[src/rtl/cfg_src_pkg.sv]
package cfg_src_pkg;
  typedef enum logic {ROLE_FOLLOW = 1'b0, ROLE_MASTER = 1'b1} role_e;

  // word k = 37*k+90 (mod 2^w), MSB first
  function automatic logic stream_bit(int unsigned idx, int unsigned w);
    int unsigned word;
    word = (idx / w) * 37 + 90;
    return logic'((word >> (w - 1 - (idx % w))) & 1);
  endfunction
endpackage

[src/rtl/cfg_src_clkgen.sv]
module cfg_src_clkgen #(
  parameter int unsigned CLK_DIV = 2
) (
  input  logic clk_i,
  input  logic rst_ni,
  input  logic run_i,
  output logic sclk_o,
  output logic rise_o
);
  localparam int unsigned DW = (CLK_DIV > 1) ? $clog2(CLK_DIV) : 1;

  logic [DW-1:0] div_q;
  logic          sclk_q;
  logic          tick;

  assign tick = (div_q == DW'(CLK_DIV - 1));

  always_ff @(posedge clk_i or negedge rst_ni) begin
    if (!rst_ni) begin
      div_q  <= '0;
      sclk_q <= 1'b0;
    end else if (!run_i) begin
      div_q  <= '0;
      sclk_q <= 1'b0;
    end else begin
      div_q <= tick ? '0 : div_q + DW'(1);
      if (tick) sclk_q <= ~sclk_q;
    end
  end

  assign sclk_o = sclk_q;
  assign rise_o = run_i & tick & ~sclk_q;
endmodule

[src/rtl/cfg_src_sync.sv]
module cfg_src_sync #(
  parameter int unsigned STAGES = 2
) (
  input  logic clk_i,
  input  logic rst_ni,
  input  logic async_i,
  output logic rise_o
);
  logic [STAGES:0] sh_q;

  always_ff @(posedge clk_i or negedge rst_ni) begin
    if (!rst_ni) sh_q <= '0;
    else         sh_q <= {sh_q[STAGES-1:0], async_i};
  end

  assign rise_o = sh_q[STAGES-1] & ~sh_q[STAGES];
endmodule

[src/rtl/cfg_src_addr.sv]
module cfg_src_addr #(
  parameter int unsigned STREAM_BITS = 40,
  localparam int unsigned CW = $clog2(STREAM_BITS + 1)
) (
  input  logic          clk_i,
  input  logic          rst_ni,
  input  logic          clr_i,
  input  logic          adv_i,
  output logic [CW-1:0] cnt_o,
  output logic          done_o
);
  logic [CW-1:0] cnt_q;

  assign done_o = (cnt_q == CW'(STREAM_BITS));

  always_ff @(posedge clk_i or negedge rst_ni) begin
    if (!rst_ni)                cnt_q <= '0;
    else if (clr_i)             cnt_q <= '0;
    else if (adv_i && !done_o)  cnt_q <= cnt_q + CW'(1);
  end

  assign cnt_o = cnt_q;
endmodule

[src/rtl/cfg_stream_src.sv]
module cfg_stream_src #(
  parameter int unsigned STREAM_BITS = 40,
  parameter int unsigned WORD_W      = 8,
  parameter int unsigned CLK_DIV     = 2,
  parameter int unsigned SYNC_STAGES = 2
) (
  input  logic clk_i,
  input  logic rst_ni,
  input  logic oe_i,
  input  logic cs_ni,
  input  logic sclk_i,
  output logic sclk_o,
  output logic sclk_oe_o,
  output logic data_o,
  output logic data_oe_o,
  output logic done_o
);
  import cfg_src_pkg::*;

  localparam int unsigned CW = $clog2(STREAM_BITS + 1);

  role_e         role_q;
  logic          gen_rise, ext_rise, edge_ev;
  logic [CW-1:0] cnt;
  logic          done;

  // role follows cs while oe is low, frozen once oe is high
  always_ff @(posedge clk_i or negedge rst_ni) begin
    if (!rst_ni)    role_q <= ROLE_FOLLOW;
    else if (!oe_i) role_q <= cs_ni ? ROLE_FOLLOW : ROLE_MASTER;
  end

  cfg_src_clkgen #(.CLK_DIV(CLK_DIV)) u_clkgen (
    .clk_i  (clk_i),
    .rst_ni (rst_ni),
    .run_i  (oe_i && role_q == ROLE_MASTER && !done),
    .sclk_o (sclk_o),
    .rise_o (gen_rise)
  );

  cfg_src_sync #(.STAGES(SYNC_STAGES)) u_sync (
    .clk_i   (clk_i),
    .rst_ni  (rst_ni),
    .async_i (sclk_i),
    .rise_o  (ext_rise)
  );

  assign edge_ev = (role_q == ROLE_MASTER) ? gen_rise : ext_rise;

  cfg_src_addr #(.STREAM_BITS(STREAM_BITS)) u_addr (
    .clk_i  (clk_i),
    .rst_ni (rst_ni),
    .clr_i  (!oe_i),
    .adv_i  (oe_i && !cs_ni && edge_ev),
    .cnt_o  (cnt),
    .done_o (done)
  );

  assign sclk_oe_o = (role_q == ROLE_MASTER);
  assign data_oe_o = oe_i & ~cs_ni & ~done;
  assign data_o    = data_oe_o & stream_bit(32'(cnt), WORD_W);
  assign done_o    = done;
endmodule

[config.mk]
export PLATFORM = sky130hd
export DESIGN_NAME = cfg_stream_src
export DESIGN_NICKNAME = d
export VERILOG_FILES = /design/src/rtl/cfg_src_pkg.sv /design/src/rtl/cfg_src_clkgen.sv /design/src/rtl/cfg_src_sync.sv /design/src/rtl/cfg_src_addr.sv /design/src/rtl/cfg_stream_src.sv
export SDC_FILE = /design/constraint.sdc
export NUM_CORES = 1
export LEC_CHECK = 0
export BUFFER_PORTS_ARGS = -buffer_cell sky130_fd_sc_hd__buf_2
export CORE_MARGIN = 1.5
export CORE_UTILIZATION = 41
export CTS_CLUSTER_DIAMETER = 60
export DETAILED_ROUTE_END_ITERATION = 6
export GPL_TIMING_DRIVEN = 0
export SKIP_LAST_GASP = 1
export SLEW_MARGIN = 10
export SYNTH_ARGS = -nofsm -noshare
export SYNTH_HDL_FRONTEND = slang
export SYNTH_HIERARCHICAL = 1
export SYNTH_SLANG_ARGS = --single-unit
[constraint.sdc]
create_clock -name clk_i -period 3.4 [get_ports clk_i]
set_input_delay 0.51 -clock clk_i [delete_from_list [all_inputs] [get_ports clk_i]]
set_output_delay 0.51 -clock clk_i [all_outputs]
set_load 0.02 [all_outputs]
* Yosys cells after proc, flatten, opt, wreduce, memory -nomap -nowiden
Index checks and enable logic that the tools add are counted.
** Operators by class
- $mul :: 1
- Muxes and demuxes :: 8
- Shifts and indexed selects :: 1
- Equality and inequality tests :: 3
- Bitwise logic cells :: 10
- Reduce and logical (&&, ||, !) cells :: 7
- $add $sub $neg :: 4
** Operators with widths (count)
- >> shifter 32 x 32 -> 1 bit :: 1
- 2-to-1 mux 6 bit :: 2
- adder 9 x 7 -> 10 bit (second input constant) :: 1
- multiplier 3 x 6 -> 9 bit (second input constant) :: 1
- adder 6 x 1 -> 6 bit (second input constant) :: 1
- bitwise AND 1 bit :: 6
- == test 6 bit (second input constant) :: 1
- 2-to-1 mux 1 bit :: 6
- logical AND 1 bit :: 5
- inverter 1 bit :: 4
- subtractor 3 x 3 -> 4 bit (first input constant) :: 1
- logical NOT 1 bit :: 2
- inequality test 2 x 1 -> 1 bit (second input constant) :: 1
- inequality test 2 bit (second input constant) :: 1
- adder 1 bit (second input constant) :: 1
** Storage, ports and cells
- Output and inout port bits :: 5
- Input port bits :: 5
- Register bits :: 12

* Logic depth before layout (Yosys ltp)
Gate-level depths: netlist (run 1).
- Depth after elaboration :: 10
- Gate-level depth with buffers :: 13
- Depth with buffers taken out :: 12

* Cells and area by module
Netlist (run 1), hierarchy kept.
** Modules (own cells, without submodules)
- cfg_src_addr :: cells each 40, instances 1, area an instance 384.1 um2
- cfg_stream_src :: cells each 45, instances 1, area an instance 345.3 um2
- cfg_src_sync :: cells each 4, instances 1, area an instance 88.8 um2
- cfg_src_clkgen :: cells each 7, instances 1, area an instance 81.3 um2

* Worst setup path before layout (run 1)
OpenSTA, ideal clock, no wires.
- Path kind :: reg-to-output
- From :: register u_addr.cnt_q[3] (netlist: u_addr/cnt_o[3])
- To :: output data_o
- Path buffers :: 0
- Path slack :: 0.087 ns
- Arrival :: 2.803 ns
- Stages on the path, launching flop included :: 9
- Path through :: dfrtp_1 ha_1 ha_1 ha_1 or3_1 maj3_2 o21ai_2 mux2_1 o311ai_1
** On the way
- Cells in the longest elaborated chain, start to end :: 4
- Elaborated cells on any way between the ends :: 7
- Those cells by class :: add/sub: 1; mul: 1; eq/ne: 1; shift: 1; bitwise: 3
** RTL lines
- start, declared :: line cfg_src_addr.sv:12 : logic [CW-1:0] cnt_q;
- start signal, assigned :: line cfg_src_addr.sv:19 : else if (adv_i && !done_o) cnt_q <= cnt_q + CW'(1);
- multiplier 3 x 6 -> 9 bit / == test 6 bit (equally long branches) :: line cfg_src_pkg.sv:7, cfg_src_addr.sv:14
- adder 9 x 7 -> 10 bit / inverter 1 bit (equally long branches) :: line cfg_src_pkg.sv:7, cfg_stream_src.sv:60
- >> shifter 32 x 32 -> 1 bit / bitwise AND 1 bit (equally long branches) :: line cfg_src_pkg.sv:8, cfg_stream_src.sv:60
- bitwise AND 1 bit (*) :: line cfg_stream_src.sv:61 : assign data_o = data_oe_o & stream_bit(32'(cnt), WORD_W);
- end, declared :: line cfg_stream_src.sv:14 : output logic data_o,
Every way passes the cells marked *; elsewhere a longest branch is shown, timed or not.

* Worst setup path after layout (run 1)
Same ends and word-level chain as after synthesis.

==> results of run 1 <==
-- metal layers --
metal	vias to the layer above	global-route usage (%)
li1	371	-
met1	350	20.5
met2	12	27.1
met3	4	4.55
met4	0	4.17
met5	-	0
-- worst max-delay path: cells and delay by family, from the launching register on --
| kind | cells | cell delay [ps] |
|---|---|---|
| AOI/OAI and AO/OA | 2 | 430 |
| adders and majority gates | 4 | 890 |
| buffers and inverters | 1 | 150 |
| DFF | 1 | 410 |
| muxes | 1 | 330 |
| and+or+nand+nor | 1 | 310 |
-- registers in the layout, indices dropped and copies added, names as in the netlist --
| register | cells |
|---|---|
| sclk_oe_o | 1 |
| u_clkgen/div_q | 1 |
| u_addr/cnt_o | 6 |
| u_clkgen/sclk_o | 1 |
| u_sync/sh_q | 3 |
-- where the power goes --
part | switching, mW | total [mW] | internal [mW]
Sequential | 0.00536 | 0.153 | 0.148
Clock | 0.0472 | 0.112 | 0.0651
Combinational | 0.0196 | 0.0347 | 0.0151
Total | 0.0722 | 0.300 | 0.228
-- kinds of logic (layout without fill, tap and decap cells) --
group                      after synthesis  after routing  synth area share, %
and+or+nand+nor                         44             44                 29.3
AOI/OAI and AO/OA                       12             12                 8.90
DFF                                     12             12                 33.4
adders and majority gates                8              8                 11.0
buffers and inverters                    8             23                 3.34
xor gates and xnor gates                 7              7                 6.82
muxes                                    5              5                 7.23
-- area by class of cell --
| cell class | count | area (µm²) | share of cell area, % |
|---|---|---|---|
| plain buffers | 2 | 7.51 | 0.688 |
| clock buffers | 4 | 36.3 | 3.33 |
| inverters | 6 | 22.5 | 2.06 |
| multi-input cells | 76 | 621 | 56.9 |
| flip-flops and latches | 12 | 304 | 27.9 |
| well taps | 27 | 33.8 | 3.10 |
| repair buffers | 11 | 66.3 | 6.08 |
-- cells in the final DEF (no fill, tap or decap), types with 4 or more instances in the layout --
cell and count:
nor2_1 11, dfrtp_1 9, buf_2 8, nand2_1 7
inv_1 6, a21oi_1 5, xnor2_1 4
-- timing repair --
| item | 4_1_cts | 5_1_grt |
|---|---|---|
| resized for setup | 3 | 11 |
| hold buffers | 0 | 0 |
| setup buffers | 2 | 0 |
| pin swaps | 0 | 3 |
| setup endpoints to repair | 1 | 1 |
-- worst min path at each step --
| stage | end | cells after the start | start |
|---|---|---|---|
| floorplan | sclk_oe_o | 0 | rst_ni |
| global placement | u_sync/sh_q[1] | 0 | u_sync/sh_q[0] |
| detailed placement | u_sync/sh_q[1] | 0 | u_sync/sh_q[0] |
| CTS | u_sync/sh_q[1] | 1 | rst_ni |
| global route | u_sync/sh_q[1] | 1 | rst_ni |
| finish | u_sync/sh_q[1] | 1 | rst_ni |
-- stage by stage --
step | total power [mW] | setup TNS (ps) | worst slack (ps)
2_1_floorplan | 0.177 | 0 | 87.1
3_3_place_gp | 0.188 | 0 | 119
3_5_place_dp | 0.189 | 0 | 101
4_1_cts | 0.302 | 0 | 16.8
5_1_grt | 0.317 | -5.33 | -5.33
6_report | 0.300 | 0 | 82.9
==> flow_metrics.tcl, run 1 <==
set metrics [dict create \
    status "complete, no violations" \
    fmax_mhz 301 \
    via_per_inst 5.34 \
    cts_max_level 1 \
    io_buffers 9 \
    worst_slew_margin_rel_pct 68.2 \
    insertion_delay_ps 270 \
    grt_max_degree 13 \
    setup_viol 0 \
    ys_seq_area_share_pct 33.4 \
    drc 0 \
    skew_ps 3.98 \
    path_cells "ha_2, ha_4, ha_4, or3_1, maj3_2, o21ai_2, mux2_4, o311ai_4, buf_6" \
    arrival_ps 2810 \
    drt-total-wl_um 1780 \
    grt_pass1_wl_um 3050 \
    ios 10 \
    hold_viol_final 0 \
    synth.area.top_cells "dfrtp_1, ha_1, nor2_1" \
    ys_warn_count 6 \
    route.met3.wl_um 57 \
    max_stage_delay_ps 410 \
    async_flop_share_pct 100 \
    crit_top_cell "ha_4" \
    final_cells 138 \
    routedWlPerCell_um 12.9 \
    core_area_mm2 0.00202 \
    r2r_slack_ps 470 \
    die_y_um 49.8 \
    final_util_pct 54.0 \
    min_period_over_period_pct 97.6 \
    cp-startpoint "u_addr/cnt_o[3]" \
    r2r-end "u_addr/cnt_o[5]" \
    cp_slowest_cell "dfrtp_2" \
    slew_viol_final 0 \
    synth_ff_type "dfrtp_1" \
    syn_area_um2 900 \
    synth-edff-count 0 \
    clock-sinks 12 \
    min_path_type "in -> async" \
    vias 737 \
    ant_nets 0 \
    max-cap-violations 0 \
    dieArea_mm2 0.00248 \
    antenna_found_initial 0 \
    syn_inst 96 \
    dp_cells 132 \
    grt_pass1_vias 685 \
    cts_tree "yes" \
    powerDensity_mw_per_mm2 275 \
    area_growth_pct 21.3 \
    power_leakage_nw 0.461 \
    synth_seq_cells 12 \
    rr_worst_depth 13 \
    min_period_ps 3320 \
    first_pass_iters 7 \
    max_slew.worst_pin.slew_ps 476 \
    setup.worst_path.end "data_o" \
    final_cell_area_mm2 0.00109 \
    dpl.hpwl_um 1250 \
    drive_gt1_share_pct 27.9 \
    rows 16 \
    netlist_top_cells_count "dfrtp_1, nor2_1, ha_1, nand2_1, inv_1" \
    worstPathMaxFanout 4 \
    die_w_um 49.8 \
    root_buffer "clkbuf_4" \
    holdWs_ps 96.4 \
    track_usage_pct 16.2 \
    avgSynthCellArea_um2 9.37 \
    highest_layer "met4" \
    cts_buffers 3 \
    drt_iter0_markers 11 \
    n_fill_cell 193 \
    routabilityCongestion 0.787 \
    dr_wl_met2_um 887 \
    start_util_pct 44.5 \
    criticalPathCategory "reg -> out" \
    end_kind "output port" \
    rr_startpoint "u_addr/cnt_o[0]" \
    post_synth_num_cell_types 35 \
    synth_top_area_share_pct 33.4 \
    clk_pin_slew_ps 80 \
    yosysMostFrequentCell "dfrtp_1" \
    yosysTopAreaCell "dfrtp_1" \
    postPlaceCellArea_um2 978 \
    synth_fp_nets 108 \
    nets 124 \
    diodes 0 \
    grt-ovfl-total 0 \
    crit_required_ps 2890 \
    met1_length_um 816 \
    cp-start-kind "flip-flop" \
    clock_path_buffers 2 \
    ir_worst_vdd_mv 0.227 \
]
Power figures use the tool's default switching activity.
==> run 2, diff against run 1 <==
Settings changed: BUFFER_PORTS_ARGS -buffer_cell sky130_fd_sc_hd__buf_2 to unset, CELL_PAD_IN_SITES_DETAIL_PLACEMENT set to 1, CELL_PAD_IN_SITES_GLOBAL_PLACEMENT set to 1, DONT_BUFFER_PORTS set to 1, PLACE_DENSITY_LB_ADDON set to 0.1.
==> run 2 against run 1 <==
Count of clock-buffer cells in the layout unchanged. Clock power about the same. Worst setup slack better by 22 ps. Cell count decreased by 5.8%. Highest routed layer unchanged.
==> flow_metrics.tcl, run 2 (synthesized netlist as in run 1, its figures left out) <==
set metrics [dict create \
    r2r_slack_ps 270 \
    dp_cells 123 \
    track_usage_pct 21.8 \
    routedWlPerCell_um 17.8 \
    final_cells 130 \
    power_leakage_nw 0.432 \
    worst_slew_margin_rel_pct 61.6 \
    min_period_over_period_pct 96.9 \
    cts_tree "yes" \
    rr_worst_depth 13 \
    drt-total-wl_um 2310 \
    drive_gt1_share_pct 21.4 \
    via_per_inst 5.56 \
    die_y_um 49.8 \
    max_slew.worst_pin.slew_ps 573 \
    fin_tns_setup_ps 0 \
    r2r-end "u_addr/cnt_o[5]" \
    path_cells "ha_2, ha_2, ha_4, or3_1, maj3_2, o21ai_4, mux2_4, o311ai_4" \
    layout_common_cells "nor2_1, dfrtp_1, nand2_1, inv_1, a21oi_1" \
    insertion_delay_ps 270 \
    final_common_cell "nor2_1" \
    routabilityCongestion 0.739 \
    start_util_pct 44.5 \
    arrival_ps 2790 \
    slew_viol_final 0 \
    root_buffer "clkbuf_4" \
    clock_path_buffers 2 \
    ir_worst_vdd_mv 0.155 \
    worstPathMaxFanout 4 \
    worst_hold_path.endpoint "u_sync/sh_q[0]" \
    area_growth_pct 16.7 \
    hold_viol_final 0 \
    clk_pin_slew_ps 80 \
    drc 0 \
    rr_startpoint "u_addr/cnt_o[0]" \
    cts_buffers 3 \
    final_util_pct 51.9 \
    postPlaceCellArea_um2 933 \
    rsz0062_at_grt "false" \
    min_path_cells 0 \
    ios 10 \
    largest_register_ffs 6 \
    cp_slowest_cell "dfrtp_2" \
    grt_max_degree 13 \
    setup_viol 0 \
    holdWs_ps 264 \
    nets 116 \
    crit_top_cell "ha_2" \
    final_cell_area_mm2 0.00105 \
    grt-ovfl-total 0 \
    skew_ps 2.97 \
    rows 16 \
    dpl.hpwl_um 1540 \
    dieArea_mm2 0.00248 \
    crit_required_ps 2890 \
    cp-start-kind "flip-flop" \
    powerDensity_mw_per_mm2 284 \
    antenna_found_initial 0 \
    max-cap-violations 0 \
    ant_nets 0 \
    hp-start "sclk_i" \
    status "complete, no violations" \
    fmax_mhz 303 \
    max_stage_delay_ps 410 \
    drt_iter0_markers 6 \
    vias 723 \
    first_pass_iters 4 \
    grt_pass1_wl_um 4000 \
    min_period_ps 3300 \
    io_buffers 0 \
    min_path_type "in -> reg" \
    end_kind "output port" \
    die_w_um 49.8 \
    core_area_mm2 0.00202 \
    clock-sinks 12 \
    cts_max_level 1 \
    grt_pass1_vias 807 \
    diodes 0 \
    criticalPathCategory "reg -> out" \
]
-- run 2: repair_timing --
| item | CTS | global route |
|---|---|---|
| pin swaps | 2 | 1 |
| hold buffers | 1 | 0 |
| endpoints found under the hold margin | 12 | 0 |
| setup endpoints to repair | 1 | 1 |
| setup buffers | 2 | 0 |
| gates resized for setup | 10 | 2 |
-- run 2: how the worst max path moves through the flow --
| stage | startpoint | to |
|---|---|---|
| finish | u_addr/cnt_o[3] | data_o |
| global route | u_addr/cnt_o[5] | data_o |
| CTS | u_addr/cnt_o[3] | data_o |
| detailed placement | u_addr/cnt_o[3] | data_o |
| global placement | u_addr/cnt_o[3] | data_o |
| floorplan | u_addr/cnt_o[3] | data_o |
-- run 2: per-layer routing --
metal,global-route usage (%),routed length [µm],vias to the layer above
met1,27.6,1080,350
li1,-,-,359
met3,2.73,37,4
met2,38.0,1170,10
met5,0,0,-
met4,6.94,24,0
-- run 2: critical path: cells and delay by family, from the launching register on --
family / cells / cell delay, ps
adder cells (fa/ha/maj): 4 / 960
flip-flops: 1 / 410
multiplexers: 1 / 320
AND/OR/NAND/NOR: 1 / 320
AO/OA/AOI/OAI: 2 / 490
-- run 2: metrics by stage --
step           power (mW)  setup slack (ps)
2_1_floorplan       0.177              87.1
3_3_place_gp        0.182              -110
3_5_place_dp        0.183              -153
4_1_cts             0.304              14.4
5_1_grt             0.314              26.9
6_report            0.298               105
-- run 2: cell type report --
cell class,count,area [µm²]
clock buffers,4,36.3
plain buffers,2,7.51
fillers,243,972
repair buffers,3,25.0
flip-flops and latches,12,304
multi-input cells,76,621
well taps,27,33.8
inverters,6,22.5
-- run 2: where the power goes --
group | internal [mW] | switching, mW
sequential | 0.148 | 0.00878
clock | 0.0650 | 0.0478
combinational | 0.0124 | 0.0163
total | 0.225 | 0.0729
